$ cat src/rtl/halfword_mac.sv
module halfword_mac #(
  parameter int ARCH_VER = 5
) (
  input  logic        clk,
  input  logic        rst_n,
  input  logic        in_valid,
  input  logic [31:0] instr,
  input  logic [31:0] rm_val,
  input  logic [31:0] rs_val,
  input  logic [31:0] acc_val,
  input  logic [4:0]  status_in,
  output logic        out_we,
  output logic        out_illegal,
  output logic [3:0]  out_rd,
  output logic [31:0] out_result,
  output logic [4:0]  status_out
);
  localparam bit HAS_MAC = (ARCH_VER >= 5);
  localparam logic [3:0] PC_IDX = 4'hF;

  logic        is_mac, legal, writes, ovf;
  logic [15:0] a_half, b_half;
  logic [31:0] a_ext, b_ext, prod, sum;

  assign is_mac = (instr[27:20] == 8'h10) && instr[7] && !instr[4];
  assign legal  = HAS_MAC && is_mac;
  assign writes = in_valid && legal && (instr[19:16] != PC_IDX);

  assign a_half = instr[5] ? rm_val[31:16] : rm_val[15:0];
  assign b_half = instr[6] ? rs_val[31:16] : rs_val[15:0];
  assign a_ext  = {{16{a_half[15]}}, a_half};
  assign b_ext  = {{16{b_half[15]}}, b_half};
  assign prod   = a_ext * b_ext;
  assign sum    = prod + acc_val;
  assign ovf    = (prod[31] == acc_val[31]) && (sum[31] != prod[31]);

  logic unused_fields;
  assign unused_fields = ^{instr[31:28], instr[15:8], instr[3:0]};

  always_ff @(posedge clk) begin
    if (!rst_n) begin
      out_we      <= 1'b0;
      out_illegal <= 1'b0;
      out_rd      <= '0;
      out_result  <= '0;
      status_out  <= '0;
    end else begin
      out_we      <= writes;
      out_illegal <= in_valid && !legal;
      if (in_valid)
        status_out <= {status_in[4:1], status_in[0] | (writes & ovf)};
      if (writes) begin
        out_rd     <= instr[19:16];
        out_result <= sum;
      end
    end
  end

  AST_NO_PC_WRITE: assert property (@(posedge clk) disable iff (!rst_n)
    out_we |-> (out_rd != PC_IDX));
  AST_Q_STICKY: assert property (@(posedge clk) disable iff (!rst_n)
    (in_valid && status_in[0]) |=> status_out[0]);
  AST_NZCV_PASS: assert property (@(posedge clk) disable iff (!rst_n)
    in_valid |=> (status_out[4:1] == $past(status_in[4:1])));
  AST_ILLEGAL_NO_WRITE: assert property (@(posedge clk) disable iff (!rst_n)
    !(out_we && out_illegal));
  AST_IDLE_QUIET: assert property (@(posedge clk) disable iff (!rst_n)
    !in_valid |=> (!out_we && !out_illegal));

  if (!HAS_MAC) begin : g_old_arch
    AST_OLD_ARCH_ILLEGAL: assert property (@(posedge clk) disable iff (!rst_n)
      in_valid |=> (out_illegal && !out_we));
  end
endmodule

$ cat config.mk
export PLATFORM = sky130hd
export DESIGN_NAME = halfword_mac
export DESIGN_NICKNAME = d
export VERILOG_FILES = /design/src/rtl/halfword_mac.sv
export SDC_FILE = /design/constraint.sdc
export NUM_CORES = 1
export LEC_CHECK = 0
export CORE_MARGIN = 8
export CORE_UTILIZATION = 53
export CTS_BUF_LIST = sky130_fd_sc_hd__clkbuf_4
export CTS_CLUSTER_SIZE = 8
export DETAILED_ROUTE_END_ITERATION = 8
export PLACE_DENSITY = 0.79
export SETUP_SLACK_MARGIN = 0.05
export SYNTH_ARGS = -nofsm -noshare
export SYNTH_HDL_FRONTEND = slang
export SYNTH_SLANG_ARGS = --single-unit
$ cat constraint.sdc
create_clock -name clk -period 9.65 [get_ports clk]
set_input_delay 1.93 -clock clk [delete_from_list [all_inputs] [get_ports clk]]
set_output_delay 1.93 -clock clk [all_outputs]
set_load 0.005 [all_outputs]
==> results.json, run 1 <==
{
  "status": "finished clean",
  "placed_cells": 2215,
  "htreeDepth": 2,
  "fin_cells": 2279,
  "r2r_end": "out_result[31]",
  "port_buffers": 162,
  "wl_met3_mm": 3.591,
  "holdCritPathClass": "register to register",
  "synth.avg_cell_area_um2": 8.635,
  "antenna_found_initial": 3,
  "hold_end": "out_result[13]",
  "synth_area_um2": 13070,
  "synth-edff-count": 0,
  "wire_per_inst_um": 19.31,
  "final_util_pct": 75.56,
  "holdPathStages": 2,
  "cts_buffers": 5,
  "ys_dominant_reg_cell": "dfxtp_1",
  "wl_mm": 44.00,
  "ios": 179,
  "track_usage_pct": 25.63,
  "syn_nets": 2026,
  "hold_viol": 0,
  "r2r-start": "out_result[31]",
  "fin_crit_ns": 9.642,
  "wl_met2_mm": 21.98,
  "finalCritPeriodShare_pct": 99.91,
  "gr-total-overflow": 0,
  "drv_slew": 0,
  "grt_pass1_wl_mm": 62.84,
  "hold_path_startpoint": "out_result[13]",
  "end_kind": "register",
  "grt_pass1_vias": 12850,
  "nNetsFinal": 2465,
  "clk_pin_slew_worst_paths_ns": 0.12,
  "fin_skew_ns": 0,
  "gp_congestion": 0.9723,
  "cpMostUsedCell": "fa_1",
  "wl_met1_mm": 15.57,
  "ys_seq_elements": 43,
  "synth_cell_types": 58,
  "cpMaxStageDelayCell": "fa_1",
  "die_w_um": 173.0,
  "cp.required_ns": 9.91,
  "die_y_um": 173.0,
  "tightest_slew_ns": 0.9554,
  "max_cap_violations": 0,
  "clockBufferDepth": 2,
  "cp.arrival_ns": 9.90,
  "setup_viol_count_final": 0,
  "hold_buffers": 0,
  "start_kind": "input port",
  "max-slew-margin-rel_pct": 35.91,
  "path_depth": 34,
  "r2r_slack_ns": 8.91,
  "async_flop_share_pct": 0,
  "viasPerCell": 5.541,
  "grt_max_degree": 37,
  "first_iter_violations": 1023,
  "rows": 57,
  "core_area_um2": 24250,
  "critPathBufInv": 6,
  "insertion_delay_ns": 0.35,
  "syn2layout_area_growth_pct": 40.23,
  "highest_layer": "met4",
  "ys_warn_count": 0,
  "dp_hpwl_mm": 33.50,
  "critPathTopFamily": "adder cells",
  "clock_sinks": 43,
  "postRouteAntennaNets": 0,
  "path_max_fanout": 3,
  "vias": 12630,
  "drive_gt1_share_pct": 24.13,
  "synth_top_area_share_pct": 40.30,
  "fmax_ghz": 0.1037,
  "yosysTopAreaCell": "fa_1",
  "cts_root_buf": "clkbuf_4",
  "fp.dieArea_um2": 29930,
  "drt_pass1_iterations": 5,
  "netlist_instances": 1513,
  "critPathKind": "input port to register",
  "netlist_top_cells_area": "fa_1 (40%), ha_1 (11%), inv_1 (8.8%)",
  "setup_tns_ns": 0,
  "reg2regPathDepth": 2,
  "critPathMaxStageDelay_ns": 0.59,
  "tritoncts": "built",
  "drc_errors": 0,
  "initial_core_util_pct": 53.88,
  "yosysSeqAreaShare_pct": 6.589
}
## layer usage
metal | vias up | GRT usage, %
met1 | 6154 | 30.81
li1 | 5600 | -
met2 | 636 | 44.16
met4 | 0 | 11.93
met3 | 239 | 4.509
met5 | - | 0
## cell families after synthesis
family,share of synthesized area (%)
flip-flops,6.589
XOR/XNOR,3.754
buffers and inverters,9.740
adder cells (fa/ha/maj),51.22
AND/OR/NAND/NOR,14.05
multiplexers,5.162
AO/OA/AOI/OAI,9.491
## metrics by stage
step                      instance area, um^2  hold WS [ns]  worst slack [ns]
after floorplan                         13140        0.4482           0.05236
after global placement                  16930        0.4405           -0.5681
after detailed placement                16930        0.4467           -0.7903
after CTS                               17170        0.4636           0.05975
after global routing                    18320        0.4865           -0.1770
final                                   18320        0.4602          0.008210
## cells in the mapped netlist, drive strengths merged, types with 2 or more instances
library cell	count
inv	309
fa	263
nand2	188
nor2	175
ha	114
a21oi	71
dfxtp	43
xnor2	40
o21ai	38
mux2i	37
clkbuf	27
mux2	27
a21o	17
xor2	16
a211oi	14
nand3	11
nor3	11
nor2b	9
o21a	9
a31oi	8
o21bai	7
or2	7
and2	6
and3	6
nand2b	6
o211ai	6
nand4	5
a2111oi	4
o31ai	4
or3	4
nor4	3
a21boi	2
a31o	2
a41oi	2
buf	2
nand3b	2
nor3b	2
nor4b	2
o221a	2
## worst max path at each step
stage,to,slack [ns],from
2_1_floorplan,out_result[31],0.05,instr[6]
3_3_place_gp,out_result[31],-0.57,instr[6]
3_5_place_dp,out_result[31],-0.79,instr[6]
4_1_cts,out_result[31],0.06,instr[6]
5_1_grt,out_result[31],-0.18,rs_val[3]
6_report,out_result[31],0.008,rs_val[10]
## state kept, by name, indices dropped and copies added, names as in the netlist
signal	flops
out_rd	4
out_result	32
out_we	1
status_out	5
out_illegal	1
## tightest hold or removal path: cells and delay by family, from the launching register on
family	cells	cell delay, ns
AND/OR/NAND/NOR	1	0.05
AO/OA/AOI/OAI	1	0.05
flip-flops	1	0.33
## cell usage in the layout, fill, tap and decap left out, types with 15 or more instances in the layout
| cell | instances |
|---|---|
| xnor2_1 | 39 |
| dlymetal6s2s_1 | 32 |
| mux2i_1 | 23 |
| fa_1 | 252 |
| nor2_1 | 153 |
| mux2_4 | 21 |
| buf_6 | 23 |
| buf_4 | 266 |
| xor2_1 | 16 |
| ha_1 | 104 |
| inv_2 | 17 |
| nand2_1 | 176 |
| clkdlybuf4s50_1 | 128 |
| a21o_1 | 17 |
| o21ai_0 | 26 |
| a21oi_1 | 60 |
| inv_1 | 292 |
| nor2_2 | 15 |
| dfxtp_1 | 43 |
## timing repair
action                                  CTS  global route
pin swaps                                11           105
gates cloned                              2             0
resized for setup                        32           215
buffers inserted                          2            50
endpoints found under the setup margin   11            14
## final cells by class
class / instances / area [um^2]
sequential: 43 / 860.8
antenna: 3 / 7.507
multi-input combinational: 1131 / 11660
timing repair buffer: 461 / 4178
clock inverter: 2 / 8.758
clock buffer: 5 / 37.54
fill: 1615 / 5927
inverter: 310 / 1164
tap: 324 / 405.4
Power of run 1 is not shown: default switching activity piles up to over one toggle a cycle in this logic, so the estimate is an artifact.
==> run 2, diff against run 1 <==
Settings changed: CORE_MARGIN 8 to unset, REMOVE_ABC_BUFFERS set to 1.
==> results.json, run 2 (synthesized netlist as in run 1, its figures left out) <==
{
  "reg2regPathDepth": 2,
  "holdCritPathClass": "register to register",
  "hold_path_startpoint": "out_result[15]",
  "cpMaxStageDelayCell": "fa_1",
  "die_w_um": 159.0,
  "first_iter_violations": 864,
  "layout_common_cells": "inv_1 (300), fa_1 (256), buf_4 (238)",
  "rows": 57,
  "top_regs": "out_result: 32 flops, status_out: 5 flops, out_rd: 4 flops",
  "wire_per_inst_um": 16.70,
  "r2r_slack_ns": 8.89,
  "hold_viol": 0,
  "die_y_um": 159.0,
  "max_cap_violations": 0,
  "drive_gt1_share_pct": 19.76,
  "vias": 11970,
  "gr-total-overflow": 0,
  "port_buffers": 162,
  "start_kind": "input port",
  "gp_congestion": 0.9758,
  "dp_hpwl_mm": 31.21,
  "tightest_slew_ns": 0.9766,
  "critPathMaxStageDelay_ns": 0.52,
  "clockBufferDepth": 2,
  "insertion_delay_ns": 0.36,
  "cts_buffers": 5,
  "tritoncts": "built",
  "drt_pass1_iterations": 5,
  "antenna_cells": 0,
  "htreeDepth": 2,
  "fmax_ghz": 0.1060,
  "nNetsFinal": 2425,
  "wl_mm": 37.36,
  "r2r_end": "out_result[31]",
  "track_usage_pct": 29.17,
  "drv_slew": 0,
  "syn2layout_area_growth_pct": 34.07,
  "viasPerCell": 5.350,
  "core_area_um2": 24250,
  "largest_reg_flops": 32,
  "fin_skew_ns": 0,
  "final_util_pct": 72.24,
  "critPathKind": "input port to register",
  "cts_root_buf": "clkbuf_4",
  "cpMostUsedCell": "fa_1",
  "grt_max_degree": 35,
  "layout_commonest_cell": "inv_1",
  "fin_crit_ns": 9.432,
  "clock_sinks": 43,
  "end_kind": "register",
  "r2r-start": "out_result[31]",
  "finalInstanceArea_um2": 17520,
  "top_register": "out_result",
  "postRouteAntennaNets": 0,
  "grt_pass1_vias": 12670,
  "rsz0062_at_grt": "yes",
  "cp.required_ns": 9.93,
  "setup_ws_ns": 0.2177,
  "clk_pin_slew_worst_paths_ns": 0.14,
  "antenna_found_initial": 0,
  "max-slew-margin-rel_pct": 34.49,
  "initial_core_util_pct": 53.88,
  "ios": 179,
  "cp.arrival_ns": 9.72,
  "path_max_fanout": 7,
  "place_area_um2": 16770,
  "fp.dieArea_um2": 25280,
  "drc_errors": 0,
  "finalCritPeriodShare_pct": 97.74,
  "dp_slack_ns": -0.7058,
  "hold_buffers": 0,
  "setup_viol_count_final": 0,
  "status": "finished clean",
  "holdPathStages": 2,
  "hold_end": "out_result[15]",
  "grt_pass1_wl_mm": 59.78,
  "hold_slack_ns": 0.4577
}
[run 2: changes by cell type in the layout (fill, tap and decap cells not counted), sizes merged]
cell           delta
clkdlybuf4s50    +25
clkbuf            +2
bufinv            +1
diode             -3
buf              -42
dlymetal6s2s     -25
[run 2: through the flow]
stage	setup TNS, ns	std cells
floorplan	0	1484
global placement	-3.314	2202
detailed placement	-4.571	2202
CTS	0	2212
global route	-0.1967	2237
finish	0	2237
[run 2: area by class of cell]
class / count / area [um^2]
Clock buffer: 5 / 37.54
Sequential cell: 43 / 860.8
Clock inverter: 3 / 43.79
Multi-Input combinational cell: 1131 / 11250
Timing Repair Buffer: 421 / 3754
Fill cell: 1796 / 6731
Inverter: 310 / 1164
Tap cell: 324 / 405.4
[run 2: per-layer routing]
layer	wire length [um]	share of wire, %	vias up	GRT usage, %
li1	-	-	5530	-
met1	14610	39	5884	37.85
met2	18800	50	451	50.62
met3	2561	6.9	103	3.829
met4	1379	3.7	0	9.309
met5	0	0	-	0
[run 2: timing repair]
| action | in CTS | in global routing |
|---|---|---|
| endpoints found under the setup margin | 8 | 10 |
| buffers inserted | 0 | 24 |
| cloned | 2 | 1 |
| hold endpoints to repair | 0 | 0 |
| resized for setup | 19 | 97 |
| pin swaps | 4 | 69 |
[run 2: how the worst max path moves through the flow]
stage | from | to | slack (ns)
floorplan | instr[6] | out_result[31] | 0.06
global placement | instr[6] | out_result[31] | -0.61
detailed placement | instr[6] | out_result[31] | -0.71
CTS | instr[6] | out_result[31] | 0.07
global route | rs_val[21] | out_result[31] | -0.13
finish | rs_val[21] | out_result[31] | 0.22
[run 2: critical path, delay by kind of cell]
family | cells | cell delay (ns)
compound gates | 11 | 1.77
xor+xnor | 1 | 0.20
fa+ha+maj | 8 | 3.56
buf+inv | 10 | 1.48
mux | 1 | 0.09
simple gates | 5 | 0.67
Power of run 2 is left out for the same reason.
